$ cat config.mk
export PLATFORM = sky130hd
export DESIGN_NAME = nvm_ctrl_reg
export DESIGN_NICKNAME = d
export VERILOG_FILES = /design/src/rtl/nvm_ctrl_reg.sv
export SDC_FILE = /design/constraint.sdc
export NUM_CORES = 1
export LEC_CHECK = 0
export ABC_AREA = 1
export BUFFER_PORTS_ARGS = -buffer_cell sky130_fd_sc_hd__buf_2
export CAP_MARGIN = 20
export CORE_MARGIN = 3
export CORE_UTILIZATION = 42
export CTS_CLUSTER_SIZE = 14
export DETAILED_ROUTE_END_ITERATION = 7
export GPL_TIMING_DRIVEN = 0
export PLACE_DENSITY = 0.72
export SYNTH_ARGS = -nofsm -noshare
export SYNTH_HDL_FRONTEND = slang
export SYNTH_SLANG_ARGS = --single-unit
$ cat constraint.sdc
create_clock -name clk -period 2.13 [get_ports clk]
set_clock_uncertainty 0.05 [all_clocks]
set_input_delay 0.213 -clock clk [delete_from_list [all_inputs] [get_ports clk]]
set_output_delay 0.213 -clock clk [all_outputs]
set_load 0.1 [all_outputs]
$ cat src/rtl/nvm_ctrl_reg.sv
module nvm_ctrl_reg #(
  parameter logic [7:0] KEY_A = 8'h55,
  parameter logic [7:0] KEY_B = 8'hAA
) (
  input  logic       clk,
  input  logic       por_n,
  input  logic       warm_n,
  input  logic       bus_sel,
  input  logic       bus_we,
  input  logic       bus_re,
  input  logic [7:0] bus_wdata,
  output logic [7:0] bus_rdata,
  input  logic [1:0] adr_region,
  input  logic       adr_valid,
  input  logic       adr_prot,
  input  logic       wr_done,
  input  logic       rd_done,
  output logic       wr_start,
  output logic       rd_start,
  output logic       op_erase,
  output logic [1:0] op_region
);

  typedef enum logic [1:0] {KEY_IDLE, KEY_HALF, KEY_ARMED} key_t;

  key_t       key_q;
  logic [1:0] region_q;
  logic       erase_q, err_q, wren_q, wr_q, rd_q;

  function automatic logic [1:0] region_class(input logic [1:0] r);
    return r[0] ? 2'd2 : (r[1] ? 2'd1 : 2'd0);
  endfunction

  wire ctl_wr  = bus_we && !bus_sel;
  wire key_wr  = bus_we && bus_sel;
  wire busy    = wr_q || rd_q;
  wire wr_try  = ctl_wr && bus_wdata[1] && (key_q == KEY_ARMED) && !busy;
  wire adr_bad = !adr_valid || adr_prot ||
                 (region_class(bus_wdata[7:6]) != region_class(adr_region));
  wire wr_go   = wr_try && !adr_bad && bus_wdata[2];
  wire rd_go   = ctl_wr && bus_wdata[0] && !busy && !wr_go;

  assign bus_rdata = bus_sel ? 8'h00 : {region_q, 1'b0, erase_q, err_q, wren_q, wr_q, rd_q};

  always_ff @(posedge clk) begin
    if (!por_n) begin
      key_q     <= KEY_IDLE;
      region_q  <= '0;
      erase_q   <= 1'b0;
      err_q     <= 1'b0;
      wren_q    <= 1'b0;
      wr_q      <= 1'b0;
      rd_q      <= 1'b0;
      wr_start  <= 1'b0;
      rd_start  <= 1'b0;
      op_erase  <= 1'b0;
      op_region <= '0;
    end else if (!warm_n) begin
      key_q     <= KEY_IDLE;
      region_q  <= '0;
      erase_q   <= 1'b0;
      err_q     <= err_q | wr_q;
      wren_q    <= 1'b0;
      wr_q      <= 1'b0;
      rd_q      <= 1'b0;
      wr_start  <= 1'b0;
      rd_start  <= 1'b0;
      op_erase  <= 1'b0;
      op_region <= '0;
    end else begin
      wr_start <= wr_go;
      rd_start <= rd_go;
      if (ctl_wr) begin
        region_q <= bus_wdata[7:6];
        erase_q  <= bus_wdata[4];
        wren_q   <= bus_wdata[2];
      end
      if (wr_try && adr_bad) err_q <= 1'b1;
      else if (ctl_wr)       err_q <= bus_wdata[3];
      if (wr_go) begin
        wr_q      <= 1'b1;
        op_erase  <= bus_wdata[4] && (bus_wdata[7:6] == 2'b10);
        op_region <= bus_wdata[7:6];
      end else if (wr_done) begin
        wr_q <= 1'b0;
      end
      if (rd_go) begin
        rd_q      <= 1'b1;
        op_erase  <= 1'b0;
        op_region <= bus_wdata[7:6];
      end else if (rd_done) begin
        rd_q <= 1'b0;
      end
      if (bus_we || bus_re) begin
        if (key_wr && bus_wdata == KEY_A)                       key_q <= KEY_HALF;
        else if (key_wr && bus_wdata == KEY_B && key_q == KEY_HALF) key_q <= KEY_ARMED;
        else                                                    key_q <= KEY_IDLE;
      end
    end
  end

  a_r6_wr_pulse: assert property (@(posedge clk) disable iff (!por_n || !warm_n)
    wr_start |=> !wr_start);
  a_r6_wr_bit_with_strobe: assert property (@(posedge clk) disable iff (!por_n || !warm_n)
    wr_start |-> wr_q);
  a_r7_wr_held: assert property (@(posedge clk) disable iff (!por_n || !warm_n)
    (wr_q && !wr_done) |=> wr_q);
  a_r9_err_sticky: assert property (@(posedge clk) disable iff (!por_n)
    (err_q && !ctl_wr) |=> err_q);
  a_r11_one_op: assert property (@(posedge clk) disable iff (!por_n || !warm_n)
    !(wr_q && rd_q));
  a_r3_needs_key: assert property (@(posedge clk) disable iff (!por_n || !warm_n)
    (ctl_wr && key_q != KEY_ARMED) |=> !wr_start);

endmodule

==> metrics.cfg, run 1 <==
[clocking]
clockBufferDepth=2
hold_buffers=0
post_cts_resized=0
cts_setup_buffers=0
htreeDepth=1
clk_latency_ns=0.27
path_clk_slew_ns=0.08
cts_buffers=3
cts_tree=done
cts_sinks=14
cts_root_buf=clkbuf_4

[setup_path]
r2r_cells=7
cp_data_arrival_time_ns=1.16
crit_fanout=3
path_buf_inv=2
cp_top_family=buffers and inverters
reg2reg_from=key_q[1]$_SDFFE_PN0P_
path_depth=3
required_ns=1.87
reg2reg_slack_ns=0.90
worstSetupPathType=flip-flop to primary output
slowest_delay_ns=0.42
cp_slowest_cell=buf_2
startpoint_type=flip-flop
worstReg2RegEnd=op_region[1]$_SDFFE_PN0P_
path_cells=inv_1 > nor2_1 > buf_2
critPathCaptureType=primary output

[min_path]
whs_path_depth=3
hold_path_class=input pin to flip-flop
min_from=por_n
whs_endpoint=err_q$_SDFFE_PN0P_

[layout]
antenna-diode-count=0
layout.nets=170
fin_util_pct=60.25
fin_area_um2=970.9
synthToLayoutAreaGrowth_pct=26.38
drive_gt1_share_pct=33.11

[floorplanning]
coreArea_um2=1612
die_area_um2=2379
die_y_um=48.77
die_width_um=48.77
start_util_pct=47.67
row_count=14
ios=33

[grt]
grt_pass1_vias=680
antenna_found_initial=0
grt_max_degree=11
globalRouteTotalUtil_pct=15.67
grt_pass1_wl_um=2960
grt_overflow=0

[synth]
netlist-cell-type-count=23
async_flop_share_pct=0
synth_area_per_cell_um2=6.680
synthFlopType=dfxtp_1
synth_enable_flop_cells=0
syn_area_um2=768.2
seq_area_frac_synth_pct=36.48
syn-num-nets=135
yosysWarnings=0
synthTopCellsByCount=nor2_1 (19), inv_1 (18), nand2_1 (15)
synth_most_common_cell=nor2_1
syn_inst=115
synth-seq-cells=14
synthTopCellsByArea=dfxtp_1 (36%), nor2_1 (9.3%), inv_1 (8.8%)
synth_top_area_share_pct=36.48
yosys.area.top_type=dfxtp_1

[drt]
drt_pass1_iterations=5
routed_wl_um=1680
vias=801
drtIter0Drc=11
via_per_inst=4.657
post-route-drc-count=0
antenna_left=0
wire_per_inst_um=9.767

[power_and_ir_drop]
power_leakage_nw=0.4832
ir_drop_v=0.0003283
cellPowerDensity_nw_per_um2=542.5

[placed_design]
detailed_place_hpwl_um=1386
gp_congestion=0.8156
portBuffers=30
placed_area_um2=948.4

[sta]
hold_slack_ns=0.1323
hold_violations=0
final.setup.tns_ns=0
rsz0062_at_grt=false
post-route-period-util_pct=66.86
max_freq_ghz=0.7022
setup_viol=0
slew_violations=0
period_minus_slack_ns=1.424

[status]
status=finished, final reports clean

[run]
max-cap-violations=0

## routing by layer
layer / part of all wire (%) / GRT usage, % / vias to the layer above
li1: - / - / 425
met1: 47 / 20.93 / 346
met2: 45 / 23.53 / 26
met3: 5.8 / 3.058 / 4
met4: 1.7 / 8.531 / 0
met5: 0 / 0 / -
## worst reg2reg max path, cell delays in order (launching register included)
cell	delay, ns
dfxtp_1	0.37
nand2_1	0.10
nor2_4	0.12
nand3_1	0.08
nor2_2	0.19
nor2_1	0.08
nor2_1	0.09
nor2_1	0.05
## power breakdown
| part | total [mW] | switching, mW | internal [mW] |
|---|---|---|---|
| sequential | 0.269 | 0.00198 | 0.267 |
| clock | 0.146 | 0.0805 | 0.0654 |
| combinational | 0.112 | 0.0793 | 0.0327 |
## per-stage QoR
| step | setup slack [ns] | cells | total power, mW |
|---|---|---|---|
| 2_1_floorplan | 0.2463 | 115 | 0.3529 |
| 5_1_grt | 0.5972 | 172 | 0.5636 |
| 3_5_place_dp | 0.8610 | 169 | 0.3872 |
| 4_1_cts | 0.6935 | 172 | 0.5328 |
| 3_3_place_gp | 0.8870 | 169 | 0.3857 |
| 6_report | 0.7060 | 172 | 0.5267 |
## state kept, by name, indices dropped and copies added, names as in the netlist
name       count
op_region      2
rd_start       1
err_q          1
region_q       2
rd_q           1
op_erase       1
key_q          2
wr_start       1
erase_q        1
wren_q         1
wr_q           1
## cell type report
| cell class | count | area, um^2 |
|---|---|---|
| buffer | 3 | 26.28 |
| timing repair buffer | 30 | 150.1 |
| inverter | 21 | 80.08 |
| fill | 176 | 640.6 |
| sequential | 14 | 280.3 |
| multi-input combinational | 77 | 381.6 |
| clock buffer | 3 | 22.52 |
| tap | 24 | 30.03 |
## kinds of logic (layout without fill, tap and decap cells)
family / after synthesis / in the layout / share of synthesized area (%)
compound gates: 16 / 16 / 10.75
simple gates: 60 / 60 / 38.44
flops: 14 / 14 / 36.48
buf+inv: 24 / 57 / 13.84
other cells: 1 / 1 / 0.4881
## cell usage in the layout, fill, tap and decap left out
| cell type | Yosys | layout |
|---|---|---|
| buf_2 | 0 | 30 |
| nor4_1 | 1 | 1 |
| buf_4 | 2 | 2 |
| a21oi_1 | 10 | 10 |
| o21ai_0 | 5 | 5 |
| nor3_1 | 6 | 6 |
| inv_1 | 18 | 18 |
| nand3_1 | 8 | 8 |
| conb_1 | 1 | 1 |
| nand3_2 | 1 | 1 |
| nor2_1 | 19 | 19 |
| nor2_2 | 2 | 2 |
| nand2_2 | 2 | 2 |
| nand2_1 | 15 | 15 |
| o211ai_1 | 1 | 1 |
| buf_6 | 1 | 1 |
| nor3_2 | 1 | 1 |
| nand2_4 | 1 | 1 |
| inv_2 | 2 | 2 |
| nor2_4 | 2 | 2 |
| clkinv_2 | 1 | 1 |
| or2_2 | 1 | 1 |
| nand4_1 | 1 | 1 |
| clkbuf_4 | 0 | 3 |
| dfxtp_1 | 14 | 14 |
## worst max path at each step
stage | startpoint | endpoint
floorplan | err_q$_SDFFE_PN0P_ | bus_rdata[3]
global placement | bus_wdata[7] | op_region[1]$_SDFFE_PN0P_
detailed placement | bus_wdata[6] | op_region[1]$_SDFFE_PN0P_
CTS | wr_q$_SDFFE_PN0P_ | bus_rdata[1]
global route | wren_q$_SDFFE_PN0N_ | bus_rdata[2]
finish | err_q$_SDFFE_PN0P_ | bus_rdata[3]
Note: power is estimated with default switching activity, not from simulation.
==> run 2, diff against run 1 <==
==> config.mk (replaced) <==
export PLATFORM = sky130hd
export DESIGN_NAME = nvm_ctrl_reg
export DESIGN_NICKNAME = d
export VERILOG_FILES = /design/src/rtl/nvm_ctrl_reg.sv
export SDC_FILE = /design/constraint.sdc
export NUM_CORES = 1
export LEC_CHECK = 0
export ABC_AREA = 0
export BUFFER_PORTS_ARGS = -buffer_cell sky130_fd_sc_hd__buf_2
export CAP_MARGIN = 20
export CORE_MARGIN = 3
export CORE_UTILIZATION = 41
export CTS_CLUSTER_SIZE = 14
export DETAILED_ROUTE_END_ITERATION = 7
export GPL_TIMING_DRIVEN = 0
export PLACE_DENSITY = 0.73
export SYNTH_ARGS = -nofsm -noshare
export SYNTH_HDL_FRONTEND = slang
export SYNTH_SLANG_ARGS = --single-unit
==> constraint.sdc (replaced) <==
create_clock -name clk -period 1.3 [get_ports clk]
set_clock_uncertainty 0.05 [all_clocks]
set_input_delay 0.13 -clock clk [delete_from_list [all_inputs] [get_ports clk]]
set_output_delay 0.13 -clock clk [all_outputs]
set_load 0.1 [all_outputs]
==> metrics.cfg, run 2 <==
[synth]
syn-num-nets=109
synthTopCellsByCount=dfxtp_1 (14), nand2_1 (11), nor2b_1 (8)
synth_most_common_cell=dfxtp_1
syn_area_um2=780.7
synthFlopType=dfxtp_1
synth_top_area_share_pct=35.90
synth_enable_flop_cells=0
syn_inst=89
synthTopCellsByArea=dfxtp_1 (36%), mux2i_1 (6.4%), nor2b_1 (6.4%)
synth-seq-cells=14
async_flop_share_pct=0
yosysWarnings=0
netlist-cell-type-count=33
synth_area_per_cell_um2=8.772
seq_area_frac_synth_pct=35.90
yosys.area.top_type=dfxtp_1

[placed_design]
gp_congestion=0.8132
detailed_place_hpwl_um=1490
portBuffers=31
placed_area_um2=1036
place_inst=145

[power_and_ir_drop]
power_leakage_nw=0.5190
ir_drop_v=0.0005365
cellPowerDensity_nw_per_um2=785.4

[clocking]
clk_latency_ns=0.29
cts_buffers=3
hold_buffers=0
path_clk_slew_ns=0.09
cts_root_buf=clkbuf_4
clockBufferDepth=2
cts_sinks=14
htreeDepth=1
cts_tree=done

[sta]
max_freq_ghz=0.7156
rsz0062_at_grt=true
post-route-period-util_pct=107.5
hold_slack_ns=0.06066
slew_violations=0
hold_violations=0
worst_slack_ns=-0.09738
setup_viol=10
period_minus_slack_ns=1.397

[layout]
fin_area_um2=1162
layout.cells.non_filler=156
drive_gt1_share_pct=51.15
synthToLayoutAreaGrowth_pct=48.88
fillers=172
antenna-diode-count=0
layout_commonest_cell=buf_2
final_cell_mix=buf_2 (25), buf_4 (13), nand2_1 (11), dfxtp_1 (9), nor2b_4 (7)
layout.nets=152
top_regs=key_q x2, op_region x2, region_q x2

[setup_path]
required_ns=1.45
path_buf_inv=0
cp_slowest_cell=dfxtp_4
cp_data_arrival_time_ns=1.55
startpoint_type=flip-flop
slowest_delay_ns=0.36
critPathCaptureType=flip-flop
path_cells=nor4b_4 > and4b_1 > nand3_2 > a31o_1
cp_top_family=simple AND/OR/NAND/NOR gates
reg2reg_slack_ns=-0.1
worstSetupPathType=flip-flop to flip-flop
crit_fanout=4

[run]
max-cap-violations=0

[floorplanning]
die_area_um2=2464
start_util_pct=44.26
die_y_um=49.64
coreArea_um2=1764
row_count=15
ios=33
die_width_um=49.64

[drt]
post-route-drc-count=0
vias=841
via_per_inst=5.391
drtIter0Drc=7
antenna_left=0
drt_pass1_iterations=4
routed_wl_um=2224
wire_per_inst_um=14.26

[grt]
grt_overflow=0
globalRouteTotalUtil_pct=18.24
grt_pass1_wl_um=3477
antenna_found_initial=0
grt_pass1_vias=788
grt_max_degree=11

[min_path]
hold_path_class=input pin to flip-flop

[status]
status=finished, violations left
failed_checks=negative setup slack

[run 2: cell count changes after synthesis, moves of 3 or more]
cell     change
inv_1       -18
nor2_1      -12
nor2b_1      +8
a21oi_1      -6
nor3_1       -6
mux2i_1      +5
nand3_1      -5
o21ai_0      -5
and3_1       +4
nand2_1      -4
and4b_1      +3
[run 2: cell families after synthesis]
logic type      count (synthesis)  synth area share, %
flops                          14                35.90
other cells                     1               0.4803
simple gates                   50                39.10
compound gates                 14                13.46
mux                             5                6.411
buf+inv                         4                3.525
xor+xnor                        1                1.122
[run 2: timing repair]
item | 4_1_cts | 5_1_grt
gates resized for setup | 13 | 4
pin swaps | 5 | 3
setup buffers | 5 | 2
endpoints found under the setup margin | 15 | 11
[run 2: power breakdown]
part | internal, mW | total (mW) | switching, mW
sequential | 0.432 | 0.437 | 0.00521
clock | 0.119 | 0.272 | 0.153
combinational | 0.0744 | 0.203 | 0.129
[run 2: worst reg2reg max path, stage by stage (launching register included)]
cell     delay [ns]
dfxtp_4        0.36
nor4b_4        0.29
and4b_1        0.27
nand3_2        0.11
a31o_1         0.23
[run 2: area by class of cell]
cell class	count	area (um^2)	share of cell area, %
tap	25	31.28	2.691
sequential	14	291.5	25.08
buffer	4	31.28	2.691
timing repair buffer	38	236.5	20.34
multi-input combinational	71	545.5	46.93
clock buffer	4	26.28	2.261
[run 2: routing by layer]
layer | wire (um) | vias to the layer above | track usage (%)
li1 | - | 406 | -
met1 | 931 | 405 | 20.37
met2 | 1162 | 27 | 31.72
met3 | 111 | 3 | 6.042
met4 | 19 | 0 | 6.912
met5 | 0 | - | 0
[run 2: worst paths after layout]
check,startpoint,endpoint,cells after the start
worst max-delay path,wr_q$_SDFFE_PN0P_,rd_q$_SDFFE_PN0P_,4
worst min-delay path,bus_re,key_q[0]$_SDFFE_PN0P_,4
worst max register to register,wr_q$_SDFFE_PN0P_,rd_q$_SDFFE_PN0P_,4
worst min register to register,key_q[0]$_SDFFE_PN0P_,key_q[0]$_SDFFE_PN0P_,2
[run 2: stage by stage]
stage               utilization, %  setup slack, ns  TNS (ns)  power, mW
finish                       65.89         -0.09738   -0.5347     0.9129
global route                 65.89          -0.1590    -1.164     0.9436
CTS                          64.18         -0.08294   -0.3288     0.9073
detailed placement           58.72          -0.1468   -0.7762     0.6358
global placement             58.72          -0.1476   -0.6806     0.6329
floorplan                        -         -0.03441  -0.07722     0.5738
